## config.mk

```make
export PLATFORM = sky130hd
export DESIGN_NAME = bridge_fwd_decoder
export DESIGN_NICKNAME = d
export VERILOG_FILES = /design/src/rtl/bfd_pkg.sv /design/src/rtl/bfd_disp_match.sv /design/src/rtl/bfd_window.sv /design/src/rtl/bfd_claim_sel.sv /design/src/rtl/bridge_fwd_decoder.sv
export SDC_FILE = /design/constraint.sdc
export NUM_CORES = 1
export LEC_CHECK = 0
export BUFFER_PORTS_ARGS = -buffer_cell sky130_fd_sc_hd__buf_2
export CAP_MARGIN = 20
export CELL_PAD_IN_SITES_DETAIL_PLACEMENT = 0
export CELL_PAD_IN_SITES_GLOBAL_PLACEMENT = 2
export CORE_UTILIZATION = 26
export CTS_CLUSTER_DIAMETER = 200
export DETAILED_ROUTE_END_ITERATION = 8
export PLACE_DENSITY = 0.91
export SETUP_SLACK_MARGIN = 0.5
export SLEW_MARGIN = 20
export SYNTH_ARGS = -nofsm -noshare
export SYNTH_HDL_FRONTEND = slang
export SYNTH_SLANG_ARGS = --single-unit
```

## constraint.sdc

```tcl
create_clock -name clk_i -period 0.8 [get_ports clk_i]
set_input_delay 0.08 -clock clk_i [delete_from_list [all_inputs] [get_ports clk_i]]
set_output_delay 0.08 -clock clk_i [all_outputs]
set_load 0.01 [all_outputs]
```

## src/rtl/bfd_pkg.sv

```systemverilog
package bfd_pkg;
  typedef enum logic [1:0] {
    CLAIM_NONE = 2'b00,
    CLAIM_POS  = 2'b01,
    CLAIM_SUB  = 2'b10
  } claim_e;

  localparam logic SIDE_PRI = 1'b0;
  localparam logic SIDE_SEC = 1'b1;
  localparam logic SPACE_MEM = 1'b0;
  localparam logic SPACE_IO  = 1'b1;

  localparam int unsigned DISP_MEM_LO = 32'h000A_0000;
  localparam int unsigned DISP_MEM_HI = 32'h000B_FFFF;
  localparam int unsigned DISP_IO_A_LO = 32'h3B0;
  localparam int unsigned DISP_IO_A_HI = 32'h3BB;
  localparam int unsigned DISP_IO_B_LO = 32'h3C0;
  localparam int unsigned DISP_IO_B_HI = 32'h3DF;
endpackage

```

## src/rtl/bfd_disp_match.sv

```systemverilog
module bfd_disp_match
  import bfd_pkg::*;
#(
  parameter int unsigned ADDR_W     = 32,
  parameter int unsigned IO_ALIAS_W = 10,
  parameter int unsigned IO_SPACE_W = 16
) (
  input  logic              en_i,
  input  logic              is_io_i,
  input  logic [ADDR_W-1:0] addr_i,
  output logic              hit_o
);
  localparam logic [ADDR_W-1:0]     MemLo = ADDR_W'(DISP_MEM_LO);
  localparam logic [ADDR_W-1:0]     MemHi = ADDR_W'(DISP_MEM_HI);
  localparam logic [IO_ALIAS_W-1:0] IoALo = IO_ALIAS_W'(DISP_IO_A_LO);
  localparam logic [IO_ALIAS_W-1:0] IoAHi = IO_ALIAS_W'(DISP_IO_A_HI);
  localparam logic [IO_ALIAS_W-1:0] IoBLo = IO_ALIAS_W'(DISP_IO_B_LO);
  localparam logic [IO_ALIAS_W-1:0] IoBHi = IO_ALIAS_W'(DISP_IO_B_HI);

  logic [IO_ALIAS_W-1:0] io_low;
  logic                  io_top_clear;
  logic                  mem_hit;
  logic                  io_hit;

  assign io_low       = addr_i[IO_ALIAS_W-1:0];
  // alias bits between IO_ALIAS_W and IO_SPACE_W are don't-care
  assign io_top_clear = (addr_i[ADDR_W-1:IO_SPACE_W] == '0);

  assign mem_hit = (addr_i >= MemLo) && (addr_i <= MemHi);
  assign io_hit  = io_top_clear &&
                   (((io_low >= IoALo) && (io_low <= IoAHi)) ||
                    ((io_low >= IoBLo) && (io_low <= IoBHi)));

  assign hit_o = en_i && (is_io_i ? io_hit : mem_hit);
endmodule

```

## src/rtl/bfd_window.sv

```systemverilog
module bfd_window #(
  parameter int unsigned ADDR_W = 32
) (
  input  logic [ADDR_W-1:0] base_i,
  input  logic [ADDR_W-1:0] limit_i,
  input  logic [ADDR_W-1:0] addr_i,
  output logic              active_o,
  output logic              inside_o
);
  assign active_o = (base_i <= limit_i);
  assign inside_o = active_o && (addr_i >= base_i) && (addr_i <= limit_i);
endmodule

```

## src/rtl/bfd_claim_sel.sv

```systemverilog
module bfd_claim_sel
  import bfd_pkg::*;
(
  input  logic   side_i,
  input  logic   disp_hit_i,
  input  logic   win_inside_i,
  input  logic   chain_ok_i,
  input  logic   subtr_en_i,
  input  logic   other_claim_i,
  output claim_e claim_o
);
  logic pri;
  logic pos;
  logic sub;

  assign pri = (side_i == SIDE_PRI);

  always_comb begin
    if (pri) pos = (disp_hit_i || win_inside_i) && chain_ok_i;
    else     pos = !disp_hit_i && !win_inside_i;  // upstream: display ranges held back
  end

  assign sub = pri && subtr_en_i && !other_claim_i;

  always_comb begin
    if (pos)      claim_o = CLAIM_POS;
    else if (sub) claim_o = CLAIM_SUB;
    else          claim_o = CLAIM_NONE;
  end
endmodule

```

## src/rtl/bridge_fwd_decoder.sv

```systemverilog
module bridge_fwd_decoder
  import bfd_pkg::*;
#(
  parameter int unsigned ADDR_W     = 32,
  parameter int unsigned IO_ALIAS_W = 10,
  parameter int unsigned IO_SPACE_W = 16
) (
  input  logic              clk_i,
  input  logic              rst_ni,
  input  logic              req_valid_i,
  input  logic              req_side_i,
  input  logic              req_space_i,
  input  logic [ADDR_W-1:0] req_addr_i,
  input  logic              vga_en_i,
  input  logic [ADDR_W-1:0] mem_base_i,
  input  logic [ADDR_W-1:0] mem_limit_i,
  input  logic [ADDR_W-1:0] io_base_i,
  input  logic [ADDR_W-1:0] io_limit_i,
  input  logic              chain_ok_i,
  input  logic              subtr_en_i,
  input  logic              other_claim_i,
  output logic              fwd_valid_o,
  output logic              fwd_o,
  output logic [1:0]        claim_o
);
  localparam int unsigned NumSpaces = 2;

  logic [NumSpaces-1:0][ADDR_W-1:0] win_base;
  logic [NumSpaces-1:0][ADDR_W-1:0] win_limit;
  logic [NumSpaces-1:0]             win_active;
  logic [NumSpaces-1:0]             win_inside;

  assign win_base[SPACE_MEM]  = mem_base_i;
  assign win_limit[SPACE_MEM] = mem_limit_i;
  assign win_base[SPACE_IO]   = io_base_i;
  assign win_limit[SPACE_IO]  = io_limit_i;

  for (genvar s = 0; s < NumSpaces; s++) begin : g_win
    bfd_window #(.ADDR_W(ADDR_W)) u_win (
      .base_i  (win_base[s]),
      .limit_i (win_limit[s]),
      .addr_i  (req_addr_i),
      .active_o(win_active[s]),
      .inside_o(win_inside[s])
    );
  end

  logic disp_hit;

  bfd_disp_match #(
    .ADDR_W    (ADDR_W),
    .IO_ALIAS_W(IO_ALIAS_W),
    .IO_SPACE_W(IO_SPACE_W)
  ) u_disp (
    .en_i   (vga_en_i),
    .is_io_i(req_space_i),
    .addr_i (req_addr_i),
    .hit_o  (disp_hit)
  );

  claim_e claim_d;

  bfd_claim_sel u_sel (
    .side_i       (req_side_i),
    .disp_hit_i   (disp_hit),
    .win_inside_i (win_inside[req_space_i]),
    .chain_ok_i   (chain_ok_i),
    .subtr_en_i   (subtr_en_i),
    .other_claim_i(other_claim_i),
    .claim_o      (claim_d)
  );

  logic   valid_q;
  logic   fwd_q;
  claim_e claim_q;

  always_ff @(posedge clk_i or negedge rst_ni) begin
    if (!rst_ni) begin
      valid_q <= 1'b0;
      fwd_q   <= 1'b0;
      claim_q <= CLAIM_NONE;
    end else begin
      valid_q <= req_valid_i;
      fwd_q   <= req_valid_i && (claim_d != CLAIM_NONE);
      claim_q <= req_valid_i ? claim_d : CLAIM_NONE;
    end
  end

  assign fwd_valid_o = valid_q;
  assign fwd_o       = fwd_q;
  assign claim_o     = claim_q;

  logic unused_active;
  assign unused_active = ^win_active;
endmodule

```

==> run summary <==
GLOBAL ROUTE
------------------------------------------------------------------------------------------
Global-route wire length before repair                                            26900 um
Overall global routing resource usage                                                0.181
Maximum number of pins on one net before global-route repair                             6
Number of global-route vias before repair                                             5590
GR Overflow Total                                                                        0
Initial antenna violation count                                                          1

ROUTE
------------------------------------------------------------------------------------------
Number of design rule violations left after detail routing                               0
Initial DRT Pass Iterations                                                              5
Sum of routed wire length over all layers                                         17000 um
Vias per std cell                                                                     4.73
Post-detailed-route wirelength per cell                                            14.6 um
Initial DRC Count                                                                      148
Vias after detailed routing                                                           5517
Remaining antenna violation count after routing                                          0

PLACEMENT
------------------------------------------------------------------------------------------
Count of input and output buffers                                                      172
Placed Cells incl. Taps                                                               1156
Detailed Place HPWL                                                               15700 um
GP Congestion                                                                        0.842

TIMING
------------------------------------------------------------------------------------------
Worst hold slack across all endpoints                                            -0.346 ns
RSZ-0062 raised after global routing                                                   yes
Minimum setup slack in the final design                                           -1.43 ns
Final slew viol count                                                                    0
Final critical path time including I/O delays and setup                            2.23 ns
Least-Margin Pin Slew                                                             0.653 ns
Peak Freq                                                                          449 MHz
Final hold vios                                                                          4
Count of final setup violators                                                           4
Worst-case headroom to the max-slew limit                                            0.561
Final worst-path cycle share                                                          2.78

YOSYS
------------------------------------------------------------------------------------------
Post-synthesis sequential area ratio                                                0.0210
Mapped Nets                                                                            993
Number of different library cells in the post-synthesis netlist                         39
Cells taking the most area after synthesis                                    ha_1, inv_1, a21oi_1, nand4_1, a21o_1
Total standard cell area after synthesis                                      0.00478 mm^2
Fraction of post-synthesis cell area in the top cell type by area                    0.503
Average footprint of a synthesized cell                                          7.56 um^2
Warnings from Yosys                                                                      0
Synth area leader                                                                     ha_1
Synthesized instance count                                                             632
Seq cells post-synth                                                                     4

CELLS AND AREA
------------------------------------------------------------------------------------------
Most frequent cells in the layout                                             buf_2, ha_1, buf_4
Finished Layout Cells                                                                 1166
Share of final-layout standard cells stronger than drive strength 1                  0.408
Commonest non-fill, non-tap cell in the layout                                       buf_2
Net count of the finished layout                                                      1299
Filler Cell Count                                                                     1875
Area grow syn2layout                                                                 58.3%

CLOCKING
------------------------------------------------------------------------------------------
H-tree levels                                                                            1
CTS Root Buffer Type                                                             clkbuf_16
Number of clock sinks seen by CTS                                                        4
Total clock buffers created by CTS                                                       3
CTS tree                                                                              done
Maximum root-to-sink buffer count                                                        2
Clock edge transition at the registers on the reported setup and hold paths        0.03 ns

DIE
------------------------------------------------------------------------------------------
I/O pin count                                                                          173
Row count                                                                               49
Overall die width                                                                   138 um
Vertical die dimension                                                              138 um
Die footprint                                                                  0.0189 mm^2
Core footprint                                                                 0.0180 mm^2
Initial core utilization                                                             0.266

POWER
------------------------------------------------------------------------------------------
Share of power burned in the clock network                                           0.164
Combinational share of power                                                         0.790
Switching power summed over all nets                                               1.99 mW
Largest vdd supply drop                                                             649 uV
Leak                                                                               4.16 nW
Sequential power share                                                               0.046
Cell-internal power                                                                2.77 mW
Power density of the placed cells                                              628 mW/mm^2
Net switching fraction of the power                                                  0.418

RUN
------------------------------------------------------------------------------------------
Max-cap violations                                                                       0

SETUP PATH
------------------------------------------------------------------------------------------
CP Max Fanout                                                                            3
Required time of the worst setup path                                              0.96 ns
Type of the worst setup path                                                  input pin to register
End of the critical path                                                             fwd_o
Setup crit end kind                                                               register
Arrival time reported for the critical path endpoint                               2.38 ns
Nature of the critical path startpoint                                           input pin
Critical Path Start                                                           req_addr_i[30]

RUN STATUS
------------------------------------------------------------------------------------------
Violated checks                                                               negative hold slack, negative setup slack
Status                                                                        complete, but fails checks

MIN PATH
------------------------------------------------------------------------------------------
Worst min path class                                                          input pin to asynchronous set/reset pin

==> metrics by stage <==
stage / power (mW) / util / TNS [ns] / worst slack [ns] / area [um^2]
floorplan: 1.97 / - / -3.40 / -1.23 / 5050
global placement: 3.71 / 0.399 / -5.08 / -1.79 / 7160
detailed placement: 3.75 / 0.399 / -5.20 / -1.85 / 7160
CTS: 4.68 / 0.413 / -4.05 / -1.45 / 7410
global route: 5.30 / 0.421 / -4.73 / -1.65 / 7560
finish: 4.75 / 0.421 / -4.10 / -1.43 / 7560
==> flip-flops by register name (all words and copies together) (netlist names) <==
register     cells
claim_o          2
fwd_o            1
fwd_valid_o      1
==> timing repair <==
item,4_1_cts,5_1_grt
pin swaps,19,11
gates resized for setup,28,24
setup endpoints to repair,7,7
buffers inserted,5,1
hold endpoints to repair,4,4
==> cell usage after synthesis <==
cell and instances:
dfrtp_1 4, o31ai_1 1, o21ai_1 5, nand4b_1 1
or4_1 1, nor4_1 11, o21a_1 1, a211oi_1 8
or3_1 1, a221o_1 2, nor3_1 5, nor3b_2 1
nor2_1 13, mux2i_1 2, nand2_1 36, o31a_1 2
o32a_1 1, a221oi_1 6, o2bb2ai_1 1, nor4b_1 2
a22oi_1 1, a21oi_1 72, nand4_1 39, o21ai_0 21
o211ai_1 5, nand3_1 20, a31oi_1 1, and4_1 6
nand3b_1 2, nand2b_1 3, or4bb_1 1, o21bai_1 2
a21o_1 22, inv_1 129, nor2b_1 5, ha_1 192
a21boi_0 1, a2111oi_0 5, o41ai_1 1
==> cell type report <==
type | count | area, um^2 | share of cell area
antenna | 1 | 2.50 | 0.000331
clock buffer | 3 | 75.1 | 0.00993
inverter | 129 | 522 | 0.0690
multi-input combinational | 499 | 4690 | 0.620
sequential | 4 | 100 | 0.0132
tap | 229 | 287 | 0.0379
timing repair buffer | 301 | 1890 | 0.249
==> cell families after synthesis <==
logic type / count (synthesis) / synth area share
adders and majority gates: 192 / 0.503
muxes: 2 / 0.00419
buffers and inverters: 129 / 0.101
DFF: 4 / 0.0210
and+or+nand+nor: 147 / 0.168
AOI/OAI and AO/OA: 158 / 0.202
==> power by group through the flow <==
stage / sequential, mW / clock, mW / combinational [mW]
2_1_floorplan: 0.229 / 0 / 1.74
5_1_grt: 0.222 / 0.805 / 4.27
6_report: 0.221 / 0.778 / 3.75
4_1_cts: 0.221 / 0.792 / 3.66
3_3_place_gp: 0.222 / 0 / 3.48
3_5_place_dp: 0.222 / 0 / 3.53
==> how the worst min path moves through the flow <==
stage                start          end  slack [ns]  cells after the start
floorplan           rst_ni   claim_o[0]       -0.22                      0
detailed placement  rst_ni  fwd_valid_o       -0.11                      1
CTS                 rst_ni  fwd_valid_o       -0.34                      1
finish              rst_ni  fwd_valid_o       -0.35                      1
global placement    rst_ni  fwd_valid_o       -0.11                      1
global route        rst_ni  fwd_valid_o       -0.34                      1
==> worst max-delay path, cell delays in order <==
cell,delay (ns)
buf_2,0.14
buf_12,0.13
ha_1,0.30
buf_4,0.14
and4_1,0.18
a221oi_1,0.27
o21ai_1,0.14
o31a_1,0.13
nor4_2,0.26
o32a_1,0.25
mux2i_1,0.24
nand2b_1,0.12
==> layer usage <==
metal / up-vias / global-route usage / wire length [um]
li1: 2955 / - / -
met1: 2460 / 0.248 / 8240
met2: 96 / 0.320 / 8030
met3: 6 / 0.0125 / 705
met4: 0 / 0.0122 / 58
met5: - / 0 / 0
Note: power is estimated with default switching activity, not from simulation.
